--- src/rtl/irq_claim_ctrl.sv ---
module irq_claim_ctrl #(
  parameter int NSRC   = 31,
  parameter int ADDR_W = 24,
  parameter int DATA_W = 32,
  parameter logic [ADDR_W-1:0] THRESH_OFF = 24'h200000,
  parameter logic [ADDR_W-1:0] CLAIM_OFF  = 24'h200004
) (
  input  logic              clk,
  input  logic              rst_n,
  input  logic [NSRC-1:0]   src_lvl,
  input  logic              bus_en,
  input  logic              bus_we,
  input  logic [ADDR_W-1:0] bus_addr,
  input  logic [DATA_W-1:0] bus_wdata,
  output logic [DATA_W-1:0] bus_rdata,
  output logic              ext_irq
);
  localparam int IDX_W = $clog2(NSRC + 1);

  logic [NSRC-1:0]  pend_q, srv_q;
  logic [NSRC-1:0]  elig, take_mask, done_mask;
  logic [IDX_W-1:0] take_idx;
  logic             take_any;
  logic             claim_rd, cmpl_wr, cmpl_ok;

  assign elig     = pend_q & ~srv_q;
  assign ext_irq  = |elig;
  assign claim_rd = bus_en && !bus_we && (bus_addr == CLAIM_OFF);
  assign cmpl_wr  = bus_en &&  bus_we && (bus_addr == CLAIM_OFF);
  assign cmpl_ok  = (bus_wdata != '0) && (bus_wdata <= DATA_W'(NSRC));

  always_comb begin
    take_idx = '0;
    take_any = 1'b0;
    for (int i = NSRC - 1; i >= 0; i--) begin
      if (elig[i]) begin
        take_idx = IDX_W'(i);
        take_any = 1'b1;
      end
    end
  end

  assign take_mask = (claim_rd && take_any) ? (NSRC'(1) << take_idx) : '0;
  assign done_mask = (cmpl_wr && cmpl_ok)
                     ? (NSRC'(1) << (bus_wdata[IDX_W-1:0] - IDX_W'(1))) : '0;

  always_ff @(posedge clk) begin
    if (!rst_n) begin
      pend_q    <= '0;
      srv_q     <= '0;
      bus_rdata <= '0;
    end else begin
      pend_q <= src_lvl;
      srv_q  <= (srv_q | take_mask) & ~done_mask;
      if (claim_rd && take_any) bus_rdata <= DATA_W'(take_idx) + DATA_W'(1);
      else                      bus_rdata <= '0;
    end
  end

  assert_reset_quiet_R1: assert property (@(posedge clk)
    $past(!rst_n) |-> (srv_q == '0 && bus_rdata == '0 && !ext_irq));

  assert_req_needs_line_R3: assert property (@(posedge clk) disable iff (!rst_n)
    ext_irq |-> (|$past(src_lvl)));

  assert_claim_marks_R4: assert property (@(posedge clk) disable iff (!rst_n)
    ($past(claim_rd) && bus_rdata != '0)
      |-> srv_q[bus_rdata[IDX_W-1:0] - IDX_W'(1)]);

  assert_one_claim_per_cycle_R4: assert property (@(posedge clk) disable iff (!rst_n)
    $countones(srv_q) <= $countones($past(srv_q)) + 1);

  assert_empty_claim_R5: assert property (@(posedge clk) disable iff (!rst_n)
    ($past(claim_rd) && bus_rdata == '0) |-> (srv_q == $past(srv_q)));

  assert_bad_id_ignored_R7: assert property (@(posedge clk) disable iff (!rst_n)
    ($past(cmpl_wr) && !$past(cmpl_ok)) |-> (srv_q == $past(srv_q)));

  assert_stray_write_R8: assert property (@(posedge clk) disable iff (!rst_n)
    $past(bus_en && bus_we && bus_addr != CLAIM_OFF) |-> (srv_q == $past(srv_q)));
endmodule

--- config.mk ---
export PLATFORM = sky130hd
export DESIGN_NAME = irq_claim_ctrl
export DESIGN_NICKNAME = d
export VERILOG_FILES = /design/src/rtl/irq_claim_ctrl.sv
export SDC_FILE = /design/constraint.sdc
export NUM_CORES = 1
export LEC_CHECK = 0
export ABC_AREA = 0
export BUFFER_PORTS_ARGS = -buffer_cell sky130_fd_sc_hd__buf_2
export CAP_MARGIN = 15
export CORE_MARGIN = 10
export CORE_UTILIZATION = 30
export DETAILED_ROUTE_END_ITERATION = 10
export PLACE_DENSITY = 0.6
export SLEW_MARGIN = 20
export SYNTH_ARGS = -nofsm -noshare
export SYNTH_HDL_FRONTEND = slang
export SYNTH_SLANG_ARGS = --single-unit
--- constraint.sdc ---
create_clock -name clk -period 2.85 [get_ports clk]
set_input_delay 0 -clock clk [delete_from_list [all_inputs] [get_ports clk]]
set_output_delay 0 -clock clk [all_outputs]
set_load 0.005 [all_outputs]
==> flow_summary.toml <==
[critical_path]
cp_max_fo = 9
critPathLaunchType = "flop"
timing.rr.end = "srv_q[7]"
worstPathArrival_ns = 2.92
end_kind = "flop"
rr_worst_depth = 11
worstSetupPathType = "flop to flop"
crit_required_ns = 3.12
r2r_start = "srv_q[20]"
worstSetupStartpoint = "srv_q[20]"
reg2reg_slack_ns = 0.21

[logic_synthesis]
synth_top_area_share_pct = 41.40
synth_cell_types = 41
synthFlopType = "dfxtp_1"
avgSynthCellArea_um2 = 8.241
synth_cells = 399
ys_seq_area_share_pct = 41.40
synth-async-reset-ratio_pct = 0
yosys_warnings = 0
syn_area_um2 = 3288
synthTopCellsByArea = "dfxtp_1, and2_1, buf_4, o21ai_0, nor2_1"
synth_edf_count = 0
ys_ff_latch = 68
synth_area_leader_cell = "dfxtp_1"

[global_routing]
grt_overflow_total = 0
grt_max_degree = 41
grt_pass1_wl_um = 17550
grt.total_usage_pct = 13.78
antenna_found_initial = 0
grt_pass1_vias = 3543

[cells_and_area]
diodes = 0
final_core_util_pct = 40.45
layout_common_cells = "buf_2, dfxtp_1, nor2_1, o21ai_0, and2_1"
ff_latch_area_um2 = 1361
final_area_um2 = 4365
fill_cells = 1096
multi_input_area_um2 = 1720
syn2layout_area_growth_pct = 32.76
layout-drive-gt1-share_pct = 24.06
nets = 621
final_cells = 672
final_common_cell = "buf_2"

[placement]
gp_congestion = 0.9199
io_buffers = 97
placed_area_um2 = 3832
hpwlAfterDp_um = 8315
dpl.cell_count = 625

[min_path]
worstHoldPathType = "input port to flop"
whs_endpoint = "srv_q[17]"
hold_depth = 4
min_from = "bus_wdata[4]"

[clock_tree]
cts_tree = "done"
cts_buffers = 9
cts_resized = 0
clk_pin_slew_ns = 0.08
htreeDepth = 3
cts_root_buffer = "clkbuf_8"
cts.sinks = 68
clock_path_buffers = 2
clock_latency_ns = 0.35

[drt]
remaining_drc_errors = 0
drtPass1Iterations = 5
num_vias = 3314
wl_um = 10970
ant_nets = 0
wl_met3_um = 1178
highest_layer = "met4"
routedWlPerCell_um = 16.32
first_iter_violations = 203
vias_per_cell = 4.932
wl_met1_um = 4671
wl_met2_um = 4928

[floorplan]
die_area_um2 = 15550
die_x_um = 124.7
coreArea_um2 = 10790
io_pins = 124
fp.dieH_um = 124.7
num_rows = 38
initial_core_util_pct = 30.47

[run]
drv_cap = 0

[sta]
fin_skew_ns = 0.01298
fmax_mhz = 378.4
rsz0062_at_grt = "no"
setup_viol_count_final = 0
holdWs_ns = 0.1315
setup_tns_ns = 0
relSlewSlack_pct = 54.50
fin_crit_sh_pct = 92.72
worst_pin_slew_ns = 0.6811
drv_slew = 0
hold_violations = 0
post-route-min-period_ns = 2.643

[outcome]
outcome = "completed"

[pwr]
p_leak_nw = 1.813
power_density_nw_per_um2 = 504.3
vdd_drop_max_uv = 239.6
-- synthesized netlist by cell type (3+ instances only) --
library cell	number
a21oi_1	13
a31oi_1	18
a41oi_1	8
and2_1	33
and3_1	4
buf_2	3
buf_4	26
clkbuf_1	15
dfxtp_1	68
ha_1	3
inv_1	9
nand2_1	10
nand2b_1	24
nand3_1	9
nand4_1	10
nor2_1	44
nor2b_1	16
nor3_1	3
nor3b_1	4
nor4_1	12
nor4b_1	4
o21ai_0	34
or2_2	3
-- state kept, by name (all words and copies together), names as in the netlist --
| signal | count |
|---|---|
| bus_rdata | 6 |
| pend_q | 31 |
| srv_q | 31 |
-- area by class of cell --
cell class | count | area share, %
clock buffer | 9 | 2.837
tap | 140 | 4.013
clock inverter | 7 | 2.264
inverter | 10 | 0.8598
timing repair buffer | 135 | 19.43
sequential | 68 | 31.18
multi-input combinational | 303 | 39.41
-- worst max path at each step --
stage | to
final | srv_q[7]
after global routing | srv_q[7]
after CTS | srv_q[7]
after detailed placement | srv_q[7]
after global placement | srv_q[15]
after floorplan | srv_q[15]
-- worst max-delay path, stage by stage (launching register included) --
cell	delay [ns]
dfxtp_1	0.37
nand2b_1	0.15
o21ai_0	0.10
a211o_1	0.36
o2111ai_1	0.22
and2_1	0.36
inv_1	0.21
buf_4	0.20
nor2_1	0.11
ha_1	0.20
a21oi_1	0.08
nor3b_1	0.21
-- routing by layer --
layer | global-route usage (%) | vias up
li1 | - | 1621
met5 | 0 | -
met2 | 21.84 | 171
met1 | 16.32 | 1510
met4 | 4.318 | 0
met3 | 6.085 | 12
-- cell families (layout without fill, tap and decap cells) --
group / after synthesis / after routing / share of synthesized area [%]
and+or+nand+nor: 186 / 186 / 31.81
AOI/OAI and AO/OA: 87 / 87 / 16.29
DFF: 68 / 68 / 41.40
buffers and inverters: 54 / 161 / 9.246
adders and majority gates: 3 / 3 / 1.142
other: 1 / 27 / 0.1140
-- metrics by stage --
step | power, mW | worst slack (ns)
global route | 2.297 | 0.04696
floorplan | 1.190 | 0.4594
global placement | 1.290 | 0.3813
finish | 2.201 | 0.2075
CTS | 2.211 | 0.2486
detailed placement | 1.296 | 0.2838
-- power by group --
part           internal, mW  switching, mW
combinational         0.148          0.184
clock                 0.498          0.389
sequential            0.974        0.00842
total                  1.62          0.582
-- what timing repair did --
action                    CTS  global route
hold buffers               31             0
hold endpoints to repair   31             0
buffers inserted            0             0
(Power assumes the default switching activity.)
